[src/rtl/pcc_pkg.sv]
`timescale 1ns/1ps
package pcc_pkg;
   // channel-relative register offsets
   localparam logic [6:0] OFF_CMD = 7'h00;
   localparam logic [6:0] OFF_CFG = 7'h04;
   localparam logic [6:0] OFF_STS = 7'h08;
   localparam logic [6:0] OFF_WD0 = 7'h10;
   localparam logic [6:0] OFF_RD0 = 7'h18;

   // status bit positions
   localparam int ST_DONE = 0;
   localparam int ST_FAIL = 1;
   localparam int ST_DENY = 2;
   localparam int ST_DROP = 3;

   // response codes
   localparam logic [1:0] RESP_OK   = 2'd0;
   localparam logic [1:0] RESP_DENY = 2'd2;

   typedef enum logic [1:0] {
      OPC_INVALID,
      OPC_NODATA,
      OPC_WRITE,
      OPC_READ
   } op_class_e;
endpackage

[src/rtl/pcc_op_decode.sv]
`timescale 1ns/1ps
module pcc_op_decode
   import pcc_pkg::*;
(
   input  logic [4:0] op,
   output op_class_e  cls
);
   always_comb begin
      unique case (op)
         5'd0, 5'd2, 5'd7, 5'd9, 5'd14, 5'd16: cls = OPC_WRITE;
         5'd1, 5'd8, 5'd13, 5'd15:             cls = OPC_READ;
         5'd3, 5'd4, 5'd5, 5'd6:               cls = OPC_NODATA;
         default:                              cls = OPC_INVALID;
      endcase
   end
endmodule

[src/rtl/pcc_byte_keep.sv]
`timescale 1ns/1ps
module pcc_byte_keep #(
   parameter int NBYTES = 8,
   localparam int CNT_W = $clog2(NBYTES)
) (
   input  logic [CNT_W-1:0]    cnt,
   input  logic [8*NBYTES-1:0] din,
   output logic [8*NBYTES-1:0] dout
);
   for (genvar i = 0; i < NBYTES; i++) begin : g_byte
      assign dout[8*i +: 8] = ((CNT_W+1)'(i) <= {1'b0, cnt}) ? din[8*i +: 8] : 8'h00;
   end
endmodule

[src/rtl/pwr_cmd_channel.sv]
`timescale 1ns/1ps
module pwr_cmd_channel
   import pcc_pkg::*;
#(
   parameter int ADDR_W    = 12,
   parameter int CHAN_ID   = 0,
   parameter int MAX_BYTES = 8,
   localparam int CNT_W     = $clog2(MAX_BYTES),
   localparam int NUM_WORDS = MAX_BYTES / 4,
   localparam int DW        = 8 * MAX_BYTES
) (
   input  logic              clk,
   input  logic              rst_n,
   input  logic              reg_we,
   input  logic [ADDR_W-1:0] reg_addr,
   input  logic [31:0]       reg_wdata,
   output logic [31:0]       reg_rdata,
   output logic              req_valid,
   output logic [4:0]        req_op,
   output logic [3:0]        req_slave,
   output logic [15:0]       req_addr,
   output logic [CNT_W-1:0]  req_cnt,
   output logic              req_has_data,
   output logic [DW-1:0]     req_wdata,
   input  logic              resp_valid,
   input  logic [1:0]        resp_code,
   input  logic [DW-1:0]     resp_rdata
);
   if (MAX_BYTES != 4 && MAX_BYTES != 8) begin : g_bad_bytes
      $error("MAX_BYTES must be 4 or 8");
   end
   if (ADDR_W < 8) begin : g_bad_aw
      $error("ADDR_W must be at least 8");
   end
   if (CHAN_ID < 0 || CHAN_ID >= (1 << (ADDR_W - 7))) begin : g_bad_chan
      $error("CHAN_ID does not fit in the address");
   end

   logic [31:0]   cmd_q;
   logic [3:0]    status_q;
   logic          busy_q, drop_q;
   logic [DW-1:0] wdata_q, rdata_q, snap_q;
   logic [DW-1:0] new_snap, rd_kept;
   logic [63:0]   wd_pad, rd_pad;
   op_class_e     new_cls, cur_cls;

   logic       hit, wr, cmd_wr;
   logic [6:0] off;
   assign hit    = (reg_addr[ADDR_W-1:7] == (ADDR_W-7)'(CHAN_ID));
   assign off    = reg_addr[6:0];
   assign wr     = reg_we && hit;
   assign cmd_wr = wr && (off == OFF_CMD);

   pcc_op_decode u_dec_new (.op(reg_wdata[31:27]), .cls(new_cls));
   pcc_op_decode u_dec_cur (.op(cmd_q[31:27]),     .cls(cur_cls));

   pcc_byte_keep #(.NBYTES(MAX_BYTES)) u_keep_wr (
      .cnt(reg_wdata[CNT_W-1:0]), .din(wdata_q), .dout(new_snap));
   pcc_byte_keep #(.NBYTES(MAX_BYTES)) u_keep_rd (
      .cnt(cmd_q[CNT_W-1:0]), .din(resp_rdata), .dout(rd_kept));

   // write-data words, one per 4 bytes
   always_ff @(posedge clk or negedge rst_n) begin
      if (!rst_n) begin
         wdata_q <= '0;
      end else if (wr) begin
         for (int w = 0; w < NUM_WORDS; w++) begin
            if (off == OFF_WD0 + 7'(4 * w)) wdata_q[32*w +: 32] <= reg_wdata;
         end
      end
   end

   // transaction control
   always_ff @(posedge clk or negedge rst_n) begin
      if (!rst_n) begin
         cmd_q    <= '0;
         status_q <= '0;
         busy_q   <= 1'b0;
         drop_q   <= 1'b0;
         snap_q   <= '0;
         rdata_q  <= '0;
      end else if (busy_q) begin
         if (cmd_wr) drop_q <= 1'b1;
         if (resp_valid) begin
            busy_q             <= 1'b0;
            drop_q             <= 1'b0;
            status_q[ST_DONE]  <= 1'b1;
            status_q[ST_FAIL]  <= resp_code[0];
            status_q[ST_DENY]  <= (resp_code == RESP_DENY);
            status_q[ST_DROP]  <= drop_q | cmd_wr;
            if (resp_code == RESP_OK && cur_cls == OPC_READ) rdata_q <= rd_kept;
         end
      end else if (cmd_wr) begin
         cmd_q <= reg_wdata;
         if (new_cls == OPC_INVALID) begin
            status_q <= 4'b0011;
         end else begin
            status_q <= '0;
            busy_q   <= 1'b1;
            snap_q   <= new_snap;
         end
      end
   end

   assign req_valid    = busy_q;
   assign req_op       = cmd_q[31:27];
   assign req_slave    = cmd_q[23:20];
   assign req_addr     = cmd_q[19:4];
   assign req_cnt      = cmd_q[CNT_W-1:0];
   assign req_has_data = (cur_cls == OPC_WRITE) || (cur_cls == OPC_READ);
   assign req_wdata    = snap_q;

   assign wd_pad = 64'(wdata_q);
   assign rd_pad = 64'(rdata_q);

   always_comb begin
      reg_rdata = '0;
      if (hit) begin
         case (off)
            OFF_CMD:         reg_rdata = cmd_q;
            OFF_CFG:         reg_rdata = '0;
            OFF_STS:         reg_rdata = {28'd0, status_q};
            OFF_WD0:         reg_rdata = wd_pad[31:0];
            OFF_WD0 + 7'd4:  reg_rdata = wd_pad[63:32];
            OFF_RD0:         reg_rdata = rd_pad[31:0];
            OFF_RD0 + 7'd4:  reg_rdata = rd_pad[63:32];
            default:         reg_rdata = '0;
         endcase
      end
   end
endmodule

[config.mk]
export PLATFORM = sky130hd
export DESIGN_NAME = pwr_cmd_channel
export DESIGN_NICKNAME = d
export VERILOG_FILES = /design/src/rtl/pcc_pkg.sv /design/src/rtl/pcc_op_decode.sv /design/src/rtl/pcc_byte_keep.sv /design/src/rtl/pwr_cmd_channel.sv
export SDC_FILE = /design/constraint.sdc
export NUM_CORES = 1
export LEC_CHECK = 0
export BUFFER_PORTS_ARGS = -buffer_cell sky130_fd_sc_hd__buf_2
export CAP_MARGIN = 20
export CORE_ASPECT_RATIO = 0.6
export CORE_UTILIZATION = 59
export DETAILED_ROUTE_END_ITERATION = 6
export GPL_TIMING_DRIVEN = 0
export PLACE_DENSITY = 0.85
export SYNTH_ARGS = -nofsm -noshare
export SYNTH_HDL_FRONTEND = slang
export SYNTH_SLANG_ARGS = --single-unit
[constraint.sdc]
create_clock -name clk -period 6.1 [get_ports clk]
set_clock_uncertainty 0.15 [all_clocks]
set_input_delay 0.915 -clock clk [delete_from_list [all_inputs] [get_ports clk]]
set_output_delay 0.915 -clock clk [all_outputs]
set_load 0.02 [all_outputs]
**After elaboration in Yosys (flattened, before gate mapping)**

Memory sizes are Yosys's and may differ from the RTL's.
Cells that the tools add are included.

- Magnitude comparators: 14
- Equal/unequal tests: 9
- Muxes and demuxes: 26
- Bitwise gates (word level): 3
- Reductions and logical operators: 17

Operator list:

| operator | count |
|---|---|
| 32-bit case mux with 6 select lines | 1 |
| 8-bit two-way mux | 14 |
| 32-bit two-way mux | 1 |
| 7-bit by 5-bit == test with 1-bit output (second input constant) | 4 |
| 3-bit <= comparator (first input constant) | 8 |
| 2-bit by 3-bit <= comparator with 1-bit output (first input constant) | 4 |
| 4-bit two-way mux | 3 |
| 2-bit AND reduction | 5 |
| 7-bit by 4-bit == test with 1-bit output (second input constant) | 1 |
| 7-bit logical NOT | 1 |
| 2-bit == test (second input constant) | 3 |
| 1-bit by 3-bit <= comparator with 1-bit output (first input constant) | 2 |
| 1-bit two-way mux | 6 |
| 3-bit AND reduction | 2 |
| 5-bit logical NOT | 1 |
| 2-bit logical NOT | 2 |
| 2-bit nonzero test | 2 |
| 1-bit logical AND | 3 |
| 2-bit two-way mux | 1 |
| 2-bit != test (second input constant) | 1 |
| 1-bit NOT | 2 |
| 1-bit logical OR | 1 |
| 1-bit bitwise OR | 1 |

- Register bits: 230
- ROM bits: 128
- Bits of input ports: 114
- Output and inout port bits: 126
- Word-level logic and storage cells: 79
- Memories kept: 2

Memory list:

| memory | words | bits a word | read ports | clocked after memory_dff | write ports | RTL line | text |
|---|---|---|---|---|---|---|---|
| (name not given) | 32 | 2 | 1 | 0 | 0 | pcc_op_decode.sv:9 | `unique case (op)` |
| (name not given) | 32 | 2 | 1 | 0 | 0 | pcc_op_decode.sv:9 |  |

**Depth between registers and ports, before layout**

Gate-level depths: netlist of run 1.

- Depth after elaboration: 6
- Gate-level depth with buffers: 7
- Gate-level depth less buffers: 4

**Cells and area by module**

Synthesis of run 1 repeated with hierarchy kept, for this count alone.

- Cell total of the unflattened synthesis: 910
- Area total of the unflattened synthesis: 11,504.8 um^2

Modules (own cells, without submodules):

| module | instances | cells each | area an instance (um^2) | sequential area each (um^2) |
|---|---|---|---|---|
| pwr_cmd_channel | 1 | 736 | 10,341.2 | 5,755.5 |
| pcc_byte_keep | 2 | 73 | 485.5 | 0.0 |
| pcc_op_decode | 2 | 14 | 96.3 | 0.0 |

**Least setup slack after synthesis of run 1**

Ideal clock, no wire load.

- Path kind: input -> output
- Start: input port reg_addr[3]
- End: output port reg_rdata[10]
- Arrival: 2.506 ns
- Required time: 5.035 ns
- Slack: 2.529 ns
- Cell stages on the path: 7
- Buffers on the path: 3
- Cells stage by stage: buf_2 -> nor4_4 -> and4b_1 -> clkbuf_1 -> clkbuf_1 -> nand2_1 -> o21ai_0

- Cells in the longest elaborated chain, start to end: 3
- Elaborated cells on any way between the ends: 8
- Those cells by class: eq/ne (5); mux (2); reduce/logical (1)

RTL lines:

| item | RTL line | text |
|---|---|---|
| from (decl) | pwr_cmd_channel.sv:15 | `input logic [ADDR_W-1:0] reg_addr,` |
| 7-bit by 5-bit == test with 1-bit output (tied with other cells) | pwr_cmd_channel.sv:119 | `case (off)` |
| 32-bit case mux with 6 select lines (*) | pwr_cmd_channel.sv:119 |  |
| 32-bit two-way mux (*) | pwr_cmd_channel.sv:118 | `if (hit) begin` |
| to (decl) | pwr_cmd_channel.sv:17 | `output logic [31:0] reg_rdata,` |

Every way passes the cells marked *; elsewhere a longest branch is shown, timed or not.

**Final worst setup path of run 1**

- Start: input port reg_addr[2]
- End: output port reg_rdata[28]

The elaborated chain is that of the path after synthesis.

==> results by stage, run 1 <==
Clock network:
- The number of setup buffers added after CTS is 0.
- The clock-pin slew on the worst setup and hold paths is 70 ps.
- In this run, post-CTS hold repair placed 0 buffers.
- The number of gates resized after CTS was 0.
- The master cell of the clock root buffer is sky130_fd_sc_hd__clkbuf_16.
- Clock latency on the worst-skew pair, taken at its later pin, is 500 ps.
- In this run the number of H-tree levels came out at 1.
- TritonCTS built the clock tree.
- The CTS buffer count is 21.
- The count of clock tree sinks is 230.
- The longest clock path from root to sink contains 3 buffers.

Critical path:
- The data required time of the critical path is 5030 ps.
- The cell repeated most along the worst path is sky130_fd_sc_hd__buf_2.
- The type of the setup path with the least slack is in2out.
- The highest-delay cell along the critical path is sky130_fd_sc_hd__clkbuf_1.
- The signal on the critical path passes through buf_2 -> buf_2 -> nor4_4 -> and4b_1 -> clkbuf_1 -> clkbuf_1 -> nand2_1 -> o21ai_0 -> buf_2.
- The startpoint kind of the worst setup timing path is an input port.
- The worst endpoint data arrival time is 3700 ps.
- The worst setup path is captured at a primary output.
- The maximum fanout along the worst path is 10.
- The delay of the slowest cell on the worst path is 590 ps.

Floorplanning:
- After floorplanning, the core was sized to cover 18,350 um2.
- The vertical extent of the die is 108.9 um.
- For this configuration, the core starts out at a cell density of 61.19%.
- The count of standard-cell rows is 38.
- The die area is 19,610 um2.
- The number of top-level pins is 240.
- The die is 180.1 um wide.

Cells and area:
- The count of cells in the finished layout, fillers not included, comes to 1,499.
- The library cells used most frequently in the layout, excluding fill and tap cells, are sky130_fd_sc_hd__buf_2 (246), sky130_fd_sc_hd__dfrtp_1 (230), sky130_fd_sc_hd__mux2_2 (129).
- Cells fill 73.28% of the core in the end.
- The fraction of final layout cells sized beyond drive strength 1 is 36.96%.
- Compared with the post-synthesis result, the final layout area differs by 19.74%.
- After the last flow step, the layout net total stands at 1,360.
- Leaving out fill and tap cells, the most frequent cell in the layout is sky130_fd_sc_hd__buf_2.

Timing:
- The worst-margin pin slew is 982.1 ps.
- Across all setup checks in the final design, the least slack found is 1339 ps.
- The total setup violations reported at the end of the flow is 0.
- The relative slew slack is 34.53%.
- The total count of hold-check failures in the final report came to 0.
- The count of pins over their slew limit came to 0.
- Static timing analysis puts the maximum clock frequency at 210.0 MHz.
- The final period demand of the worst path is 4761 ps.
- Setup repair after global routing left no endpoint under its margin.
- In the finished design, the share of the clock period the worst path needs comes to 78.05%.
- On the final layout, the worst hold slack is 321.4 ps.

Yosys:
- The xor and xnor area share after synthesis is 0%.
- For this run, the number of Yosys warnings is 0.
- Synthesis produced 983 cells.
- By area, the combinational part of the netlist is dominated by multiplexers.
- The synthesized netlist occupies a cell area of 11,230 um2.
- After synthesis the netlist holds a flip-flop and latch count of 230.
- When the netlist entered floorplanning its net count stood at 1,097.
- The proportion of synthesized chip area in sequential cells is 51.25%.
- The synthesized netlist devotes 8.902% of its cell area to simple gates.
- The mean instance size in the synthesized netlist is 11.42 um2.
- In the synthesized netlist the dominant register cell turns out to be sky130_fd_sc_hd__dfrtp_1.
- After synthesis, the share of cell area in mux cells is 24.99%.
- Counting flops with an async set or reset pin after synthesis yields a share of 100.0%.
- The post-synthesis compound-gate area fraction is 6.762%.
- Yosys mapped a number of flops with a built-in enable equal to 0.
- The adder-cell area share of the yosys netlist is 0%.
- In this run, distinct cell masters in the synthesized netlist total 55.

Worst hold path:
- The type of the worst min-delay path is in2async.

Routing:
- The routed wirelength normalized by instance count is 22.65 um.
- The per-cell via count in the routed design is 5.974.
- The remaining number of nets flagged by the antenna check after routing is 0.
- The post-route DRC violation count is 0.
- For this block, the initial DRC count from the detailed router was 926.
- The number of vias after detailed routing is 8,955.
- The final layout contains routed wiring with a total length of 33,950 um.
- The number of iterations in the first detailed-routing pass is 6.

Global route:
- Entering global routing, the biggest net connects 121 pins.
- The overflow left after global routing is 0.
- The global-route wire length before repair is 50,690 um.
- In the global route stage, overall resource usage came out at 34.87%.
- The number of antenna violations at the first check in global routing is 2.
- The number of global-route vias before repair was 8,688.

Power:
- In this run the static leakage power is 6.844 nW.
- The highest ir drop seen on vdd is 0.0002066 V.
- The power density normalized to cell area is 228.5 nW/um2.

Outcome:
- The run finished with clean final reports.

Job:
- Across the run, the number of max-cap violations was 0.

Placement:
- Routability-driven placement finished with a final weighted congestion of 0.9301.
- The detailed placer's ending HPWL is 24,000 um.
- Before CTS, the worst setup slack after placement is 1423 ps.
- The count of input and output buffers is 237.
- The cell count after placement is 1,461.
[cells by family (layout without fill, tap and decap cells)]
group / count (synthesis) / count (layout)
multiplexers: 259 / 259
AO/OA/AOI/OAI: 102 / 102
other: 0 / 1
buffers and inverters: 187 / 462
flip-flops: 230 / 230
AND/OR/NAND/NOR: 205 / 205
[layer usage]
metal  up-vias  GRT usage, %  wire length [um]
li1       3888             -                 -
met1      4473         49.38             14530
met2       523         52.67             14670
met3        69         10.75              4058
met5         -             0                13
met4         2         8.791               670
[cell type report]
cell class                 count  area (um2)
sequential                   230        5756
fill                        1320        4905
multi-input combinational    566        4566
timing repair buffer         240        1234
clock buffer                  29       575.6
buffer                        85       526.8
inverter                     102       382.9
tap                          240       300.3
clock inverter                 6       105.1
antenna                        1       2.502
[where the power goes]
group	internal (mW)	total (mW)	switching, mW	leakage (nW)
Sequential	1.53	1.54	0.00705	2.71
Combinational	0.0564	0.171	0.115	3.80
Clock	0.785	1.36	0.579	0.334
Total	2.37	3.07	0.701	6.84
[cells in the mapped netlist (6+ instances only)]
cell type                   count  area (um2)
sky130_fd_sc_hd__nand2_1      113       424.2
sky130_fd_sc_hd__o22ai_1        6       37.54
sky130_fd_sc_hd__o221ai_1      12       105.1
sky130_fd_sc_hd__and2_1        16       100.1
sky130_fd_sc_hd__a22oi_1       30       225.2
sky130_fd_sc_hd__dfrtp_1      230        5756
sky130_fd_sc_hd__buf_1          8       30.03
sky130_fd_sc_hd__o2bb2ai_1     13       113.9
sky130_fd_sc_hd__nor2_1        10       37.54
sky130_fd_sc_hd__clkbuf_1      21       78.83
sky130_fd_sc_hd__and3_1        20       125.1
sky130_fd_sc_hd__buf_2          9       45.04
sky130_fd_sc_hd__inv_1        102       382.9
sky130_fd_sc_hd__mux2_2       129        1453
sky130_fd_sc_hd__mux2i_1      124        1241
sky130_fd_sc_hd__buf_4         41       307.8
sky130_fd_sc_hd__o21ai_0       12       60.06
sky130_fd_sc_hd__nand3_1       17       85.08
sky130_fd_sc_hd__a21oi_1        6       30.03
[path summary, 6_finish.rpt]
kind                            slack, ps                   endpoint  depth (start not counted)                startpoint
worst max-delay path                 1340              reg_rdata[28]                          9               reg_addr[2]
worst min-delay path                  320  req_wdata[17]$_DFFE_PN0P_                          1                     rst_n
worst max register to register       3440      rd_pad[3]$_DFFE_PN0P_                          6     cmd_q[29]$_DFFE_PN0P_
worst min register to register        350   req_wdata[3]$_DFFE_PN0P_                          1  req_wdata[3]$_DFFE_PN0P_
max in group asynchronous            4440      rd_pad[5]$_DFFE_PN0P_                          2                     rst_n
min in group clk                      350   req_wdata[3]$_DFFE_PN0P_                          1  req_wdata[3]$_DFFE_PN0P_
[flip-flops by register name, summed over array words and instances, names as in the netlist]
register,flops
drop_q,1
wd_pad,64
req_valid,1
req_wdata,64
cmd_q,32
rd_pad,64
status_q,4
[stage by stage]
stage          total power [mW]  TNS (ps)  area, um2
6_report                  3.073         0      13450
5_1_grt                   3.147         0      13450
3_3_place_gp              1.729    -826.6      12720
2_1_floorplan             1.621         0      11230
4_1_cts                   3.068         0      13440
3_5_place_dp              1.734         0      12750
[worst max-delay path: cells and delay by family]
kind / cells / cell delay (ps)
buffers and inverters: 5 / 1680
AND/OR/NAND/NOR: 3 / 900
AO/OA/AOI/OAI: 1 / 190
Power figures use the tool's default switching activity.
==> run 2, diff against run 1 <==
Settings changed: CORE_UTILIZATION 59 to 55, PLACE_DENSITY 0.85 to 0.8.
Clock period 6.1 ns to 4.46 ns, I/O delays scaled along.
==> run 2 against run 1 <==
Compared with the run above:
- die area up 7.2%
- combinational power rose by 38%
- final area rose by 0.80%
- largest cell class unchanged
- highest routed layer unchanged
- first-iteration DRC count fell by 9.3%
- register-to-register slack lost 1800 ps
- cell count increased by 2.3%
- clock power rose by 41%
- critical path depth did not move
- non-clock buffer count did not move
- global-route usage decreased by 2.1 points
- via count is 2.0% lower
- power is 39% higher
==> results by stage, run 2 (synthesized netlist as in run 1, its figures left out) <==
Outcome:
- Result of the run: complete, no violations (unchanged).

Cells and area:
- The number of nets in the finished design came to 1,361 (was 1,360).
- The number of diodes is 0 (was 1).
- The area taken by flip-flops and latches is 5756 um2 (unchanged).
- The fraction of final layout cells sized beyond drive strength 1 was 37.19% (was 36.96%).
- The area overhead of the layout relative to synthesis was 20.70% (was 19.74%).
- Highest-count cells in the layout ignoring fill and taps: sky130_fd_sc_hd__buf_2 (246), sky130_fd_sc_hd__dfrtp_1 (230), sky130_fd_sc_hd__mux2_2 (129) (unchanged).
- The commonest non-fill, non-tap cell in the layout is sky130_fd_sc_hd__buf_2 (unchanged).
- The number of filler cells placed in the layout is 1,540 (was 1,320).
- The area of the multi-input gates is 4566 um2 (unchanged).

Timing:
- The worst-margin pin slew is 1057 ps (was 982.1 ps).
- The maximum frequency from static timing analysis is 243.1 MHz.
- The final period demand of the worst path is 4113 ps.
- The total setup violations reported at the end of the flow is 0 (unchanged).
- The total negative setup slack is 0 ps (unchanged).
- RSZ-0062 raised after global routing: no (unchanged).
- The worst hold slack across all endpoints is 76.08 ps (was 321.4 ps).
- The count of pins over their slew limit is 0 (unchanged).
- The fraction of the cycle the final worst path needs is 92.22%.
- The relative slew slack was 28.53% (was 34.53%).
- The total count of hold-check failures in the final report is 0 (unchanged).

Global route:
- The number of antenna violations at the first check in global routing is 1 (was 2).
- The global-route wire length before repair came to 51,300 um (was 50,690 um).
- The maximum number of pins on one net before global-route repair is 124 (was 121).
- The overflow left after global routing is 0 (unchanged).
- The number of global-route vias before repair came to 8,550 (was 8,688).
- The global routing usage summed across all routing layers is 32.77% (was 34.87%).

Placement:
- The placer's final routability congestion estimate came to 0.9212 (was 0.9301).
- The detailed placer's ending HPWL is 24,710 um (was 24,000 um).
- The count of input and output buffers is 237 (unchanged).

Power:
- The leakage power came to 6.877 nW (was 6.844 nW).
- The power density normalized to cell area came to 314.0 nW/um2 (was 228.5 nW/um2).
- The highest ir drop seen on vdd is 0.0002159 V (was 0.0002066 V).
- The overall power is 4.257 mW (was 3.073 mW).

Floorplanning:
- The vertical extent of the die was 112.7 um (was 108.9 um).
- The number of top-level pins is 240 (unchanged).
- The horizontal die dimension came to 186.5 um (was 180.1 um).
- The starting density of the core is 56.10% (was 61.19%).
- The die area is 21,010 um2 (was 19,610 um2).
- The count of standard-cell rows is 40 (was 38).
- The core area is 20,020 um2 (was 18,350 um2).

Clock network:
- The count of clock tree sinks is 230 (unchanged).
- The master cell of the clock root buffer is sky130_fd_sc_hd__clkbuf_16 (unchanged).
- The number of buffers added to fix hold violations after cts is 0 (unchanged).
- The clock network latency to the later pin of the worst-skew pair was 510 ps (was 500 ps).
- The TritonCTS clock tree is built (unchanged).
- The number of setup buffers added after CTS is 0 (unchanged).
- The CTS buffer count is 22 (was 21).
- The number of levels the H-tree was split into is 1 (unchanged).
- The post-cts sizing count came to 0 (unchanged).
- The clock-pin slew on the worst setup and hold paths is 70 ps (about the same).
- The maximum root-to-sink buffer count is 3 (unchanged).

Critical path:
- The data required time of the critical path is 3640 ps (was 5030 ps).
- The startpoint kind of the worst setup timing path is an input port (unchanged).
- The maximum fanout along the worst path came to 10 (unchanged).
- Worst path cell trace: buf_2 -> buf_2 -> nor4_4 -> and4b_1 -> clkbuf_1 -> clkbuf_2 -> nand2_1 -> o21ai_0 -> buf_2 (was buf_2 -> buf_2 -> nor4_4 -> and4b_1 -> clkbuf_1 -> clkbuf_1 -> nand2_1 -> o21ai_0 -> buf_2).
- The kind of capture point of the worst setup path is a primary output (unchanged).
- The type of the setup path with the least slack was in2out (unchanged).
- The delay of the slowest cell on the worst path is 530 ps (was 590 ps).
- The worst endpoint data arrival time is 3290 ps (was 3700 ps).
- The highest-delay cell along the critical path is sky130_fd_sc_hd__clkbuf_1 (unchanged).
- The cell repeated most along the worst path was sky130_fd_sc_hd__buf_2 (unchanged).

Routing:
- The per-cell via count in the routed design is 5.724 (was 5.974).
- The post-route DRC violation count is 0 (unchanged).
- The number of vias after detailed routing is 8,780 (was 8,955).
- The remaining number of nets flagged by the antenna check after routing is 0 (unchanged).
- The number of iterations in the first detailed-routing pass is 6 (unchanged).
- The routed wirelength normalized by instance count is 22.24 um (was 22.65 um).
- The final routed wirelength across all metal layers came to 34,120 um (was 33,950 um).
- The number of violations reported at the end of detailed-routing iteration 0 is 840 (was 926).

Worst hold path:
- The type of the worst min-delay path is in2async (unchanged).

Job:
- The count of maximum capacitance violations came to 0 (unchanged).
## run 2: changes by cell type in the layout (fill, tap and decap cells not counted)
cell,previous run,this run
sky130_fd_sc_hd__clkbuf_16,21,23
sky130_fd_sc_hd__buf_16,1,2
sky130_fd_sc_hd__clkinv_8,0,1
sky130_fd_sc_hd__bufinv_16,3,2
sky130_fd_sc_hd__diode_2,1,0
sky130_fd_sc_hd__clkbuf_1,27,26
sky130_fd_sc_hd__clkinv_4,0,1
## run 2: worst paths after layout
| check | cells after the start | endpoint | slack, ps | start |
|---|---|---|---|---|
| setup / recovery | 9 | reg_rdata[25] | 350 | reg_addr[2] |
| hold / removal | 2 | req_wdata[17]$_DFFE_PN0P_ | 80 | rst_n |
| setup reg to reg | 6 | rd_pad[62]$_DFFE_PN0P_ | 1660 | cmd_q[29]$_DFFE_PN0P_ |
| hold reg to reg | 1 | req_wdata[2]$_DFFE_PN0P_ | 350 | req_wdata[2]$_DFFE_PN0P_ |
| max in group asynchronous | 3 | wd_pad[4]$_DFFE_PN0P_ | 3100 | rst_n |
| min in group clk | 2 | rd_pad[7]$_DFFE_PN0P_ | 240 | resp_rdata[7] |
## run 2: critical path: cells and delay by family
| kind | cells | cell delay, ps |
|---|---|---|
| AND/OR/NAND/NOR | 3 | 890 |
| buffers and inverters | 5 | 1560 |
| AO/OA/AOI/OAI | 1 | 160 |
## run 2: metrics by stage
stage	utilization, %	cells	setup slack (ps)	area [um2]
final	67.71	1534	346.9	13560
after detailed placement	64.06	1495	224.3	12820
after global placement	63.73	1493	-1424	12760
after CTS	67.68	1533	221.5	13550
after floorplan	-	983	1381	11230
after global routing	67.71	1534	208.1	13560
## run 2: where the power goes
part	internal [mW]	leakage [nW]	switching, mW
Sequential	2.09	2.71	0.00951
Combinational	0.0793	3.81	0.157
Clock	1.10	0.356	0.818
## run 2: final cells by class
class                      instances  area share [%]
buffer                            85           3.895
clock buffer                      31           4.615
clock inverter                     7          0.7384
inverter                         102           2.824
multi-input combinational        566           33.68
sequential                       230           42.46
tap                              273           2.520
timing repair buffer             240           9.267
## run 2: layer usage
metal | share of wire [%] | up-vias | track usage (%)
met5 | 0.023 | - | 0
met4 | 1.5 | 2 | 6.011
met1 | 45 | 4388 | 49.04
met3 | 11 | 47 | 10.01
met2 | 42 | 449 | 47.29
li1 | - | 3894 | -
==> run 3, diff against run 2 <==
Settings changed: CORE_MARGIN set to 2.
==> run 3 against run 2 <==
Compared with the run above:
- sequential cell count unchanged
- worst hold slack better by 41 ps
- critical path type unchanged
- cell count about the same
==> results by stage, run 3 (synthesized netlist as in run 1, its figures left out) <==
Outcome:
- Result of the run: complete, no violations (unchanged).

Critical path:
- The total buffers and inverters traversed by the critical path was 5 (unchanged).
- The data required time of the critical path is 3640 ps (about the same).
- The kind of capture point of the worst setup path is a primary output (unchanged).
- The cell repeated most along the worst path was sky130_fd_sc_hd__buf_2 (unchanged).
- Worst path cell trace: buf_2 -> buf_2 -> nor4_4 -> and4b_1 -> clkbuf_1 -> clkbuf_1 -> nand2_1 -> o21ai_0 -> buf_2 (was buf_2 -> buf_2 -> nor4_4 -> and4b_1 -> clkbuf_1 -> clkbuf_2 -> nand2_1 -> o21ai_0 -> buf_2).
- The delay of the slowest cell on the worst path is 560 ps (was 530 ps).
- The worst endpoint data arrival time is 3410 ps (was 3290 ps).
- The kind of cell with the highest combined delay on the critical path is buffers and inverters (unchanged).
- The type of the setup path with the least slack was in2out (unchanged).
- The highest-delay cell along the critical path is sky130_fd_sc_hd__clkbuf_1 (unchanged).
- The maximum fanout along the worst path is 10 (unchanged).
- The startpoint kind of the worst setup timing path is an input port (unchanged).

Routing:
- The routed wirelength normalized by instance count is 22.58 um (was 22.24 um).
- The remaining number of nets flagged by the antenna check after routing came to 0 (unchanged).
- The number of vias after detailed routing is 8,803 (was 8,780).
- The number of iterations in the first detailed-routing pass is 6 (unchanged).
- The per-cell via count in the routed design was 5.735 (was 5.724).
- The wire length on met2 is 14,370 um (was 14,310 um).
- The final routed wirelength across all metal layers is 34,660 um (was 34,120 um).
- The wire length on met3 is 3790 um (was 3902 um).
- The length of routed wiring on met1 is 15,810 um (was 15,380 um).
- The post-route DRC violation count is 0 (unchanged).
- The number of violations reported at the end of detailed-routing iteration 0 is 913 (was 840).
- The top layer used by detailed routing is met4 (was met5).

Power:
- The leakage power was 6.854 nW (was 6.877 nW).
- The power density normalized to cell area is 309.2 nW/um2 (was 314.0 nW/um2).
- The highest ir drop seen on vdd is 0.0002772 V (was 0.0002159 V).

Placement:
- The setup slack after placement is 248.3 ps (was 224.3 ps).
- The detailed placer's ending HPWL came to 25,090 um (was 24,710 um).
- The placer's final routability congestion estimate is 0.9440 (was 0.9212).
- The count of input and output buffers is 237 (unchanged).

Cells and area:
- Highest-count cells in the layout ignoring fill and taps: sky130_fd_sc_hd__buf_2 (245), sky130_fd_sc_hd__dfrtp_1 (230), sky130_fd_sc_hd__mux2_2 (129) (was sky130_fd_sc_hd__buf_2 (246), sky130_fd_sc_hd__dfrtp_1 (230), sky130_fd_sc_hd__mux2_2 (129)).
- The area overhead of the layout relative to synthesis was 20.27% (was 20.70%).
- The commonest non-fill, non-tap cell in the layout is sky130_fd_sc_hd__buf_2 (unchanged).
- The number of filler cells placed in the layout is 1,599 (was 1,540).
- The number of nets in the finished design is 1,361 (unchanged).
- The fraction of final layout cells sized beyond drive strength 1 is 37.11% (was 37.19%).
- The final core utilization is 67.47% (was 67.71%).

Floorplanning:
- The die area was 21,620 um2 (was 21,010 um2).
- The starting density of the core is 56.10% (unchanged).
- The number of top-level pins is 240 (unchanged).
- The core area came to 20,020 um2 (unchanged).
- The count of standard-cell rows was 40 (unchanged).
- The horizontal die dimension is 188.5 um (was 186.5 um).
- The vertical extent of the die is 114.7 um (was 112.7 um).

Global route:
- The global-route wire length before repair came to 51,230 um (was 51,300 um).
- The global routing usage summed across all routing layers is 31.94% (was 32.77%).
- The number of global-route vias before repair is 8,436 (was 8,550).
- The maximum number of pins on one net before global-route repair came to 121 (was 124).
- The overflow left after global routing came to 0 (unchanged).
- The number of antenna violations at the first check in global routing is 0 (was 1).

Clock network:
- The TritonCTS clock tree was built (unchanged).
- The master cell of the clock root buffer is sky130_fd_sc_hd__clkbuf_16 (unchanged).
- The number of setup buffers added after CTS was 0 (unchanged).
- The count of clock tree sinks came to 230 (unchanged).
- The post-cts sizing count came to 0 (unchanged).
- The clock network latency to the later pin of the worst-skew pair was 510 ps (about the same).
- The clock-pin slew on the worst setup and hold paths is 60 ps (was 70 ps).
- The CTS buffer count is 22 (unchanged).
- The maximum root-to-sink buffer count is 3 (unchanged).
- The number of buffers added to fix hold violations after cts was 0 (unchanged).
- The number of levels the H-tree was split into was 1 (unchanged).

Timing:
- The total count of hold-check failures in the final report came to 0 (unchanged).
- The total setup violations reported at the end of the flow was 0 (unchanged).
- The maximum frequency from static timing analysis is 236.3 MHz (was 243.1 MHz).
- The final period demand of the worst path is 4232 ps (was 4113 ps).
- The fraction of the cycle the final worst path needs is 94.88% (was 92.22%).
- The worst-margin pin slew came to 988.2 ps (was 1057 ps).
- The final worst setup slack came to 228.4 ps (was 346.9 ps).
- The count of pins over their slew limit is 0 (unchanged).
- The relative slew slack is 34.12% (was 28.53%).
- RSZ-0062 raised after global routing: no (unchanged).

Worst hold path:
- The type of the worst min-delay path was in2async (unchanged).

Job:
- The count of maximum capacitance violations is 0 (unchanged).
==> run 3: stage by stage <==
step / instance area [um2] / hold WS [ps] / setup TNS (ps) / total power [mW] / instances
after detailed placement: 12800 / 332.2 / 0 / 2.372 / 1494
after global routing: 13500 / 199.6 / 0 / 4.297 / 1534
after floorplan: 11230 / 223.4 / 0 / 2.217 / 983
final: 13510 / 116.9 / 0 / 4.177 / 1535
after global placement: 12760 / 316.3 / -326320 / 2.365 / 1493
after CTS: 13490 / 162.5 / 0 / 4.185 / 1532
==> run 3: worst paths after layout <==
kind,startpoint,to,slack [ps],cells after the start
setup / recovery,reg_addr[2],reg_rdata[25],230,9
hold / removal,rst_n,req_wdata[20]$_DFFE_PN0P_,120,1
setup reg to reg,cmd_q[29]$_DFFE_PN0P_,rd_pad[62]$_DFFE_PN0P_,1630,6
hold reg to reg,req_wdata[7]$_DFFE_PN0P_,req_wdata[7]$_DFFE_PN0P_,350,1
max in group asynchronous,rst_n,rd_pad[3]$_DFFE_PN0P_,2920,2
min in group clk,resp_rdata[5],rd_pad[5]$_DFFE_PN0P_,240,2
==> run 3: layout make-up <==
class | instances | area, um2 | share of cell area [%]
Clock buffer | 35 | 680.7 | 5.039
Inverter | 102 | 382.9 | 2.835
Buffer | 85 | 526.8 | 3.900
Antenna cell | 1 | 2.502 | 0.01853
Clock inverter | 3 | 15.01 | 0.1112
Tap cell | 273 | 341.6 | 2.529
Multi-Input combinational cell | 566 | 4566 | 33.80
Timing Repair Buffer | 240 | 1236 | 9.152
Sequential cell | 230 | 5756 | 42.61
==> run 3: worst reg2reg max path, delay by kind of cell (launching register included) <==
kind / cells / cell delay [ps]
AO/OA/AOI/OAI: 2 / 640
buffers and inverters: 2 / 690
flip-flops: 1 / 480
AND/OR/NAND/NOR: 1 / 400
multiplexers: 1 / 370
==> run 3: report_power, final <==
part,total [mW],switching (mW),leakage [nW],internal (mW)
Sequential,2.10,0.00952,2.71,2.09
Clock,1.84,0.798,0.345,1.04
Combinational,0.233,0.156,3.80,0.0770
==> run 3: routing by layer <==
layer | global-route usage (%) | up-vias
met5 | 0 | -
met4 | 7.240 | 0
met3 | 8.612 | 54
li1 | - | 3888
met2 | 44.39 | 474
met1 | 49.57 | 4387
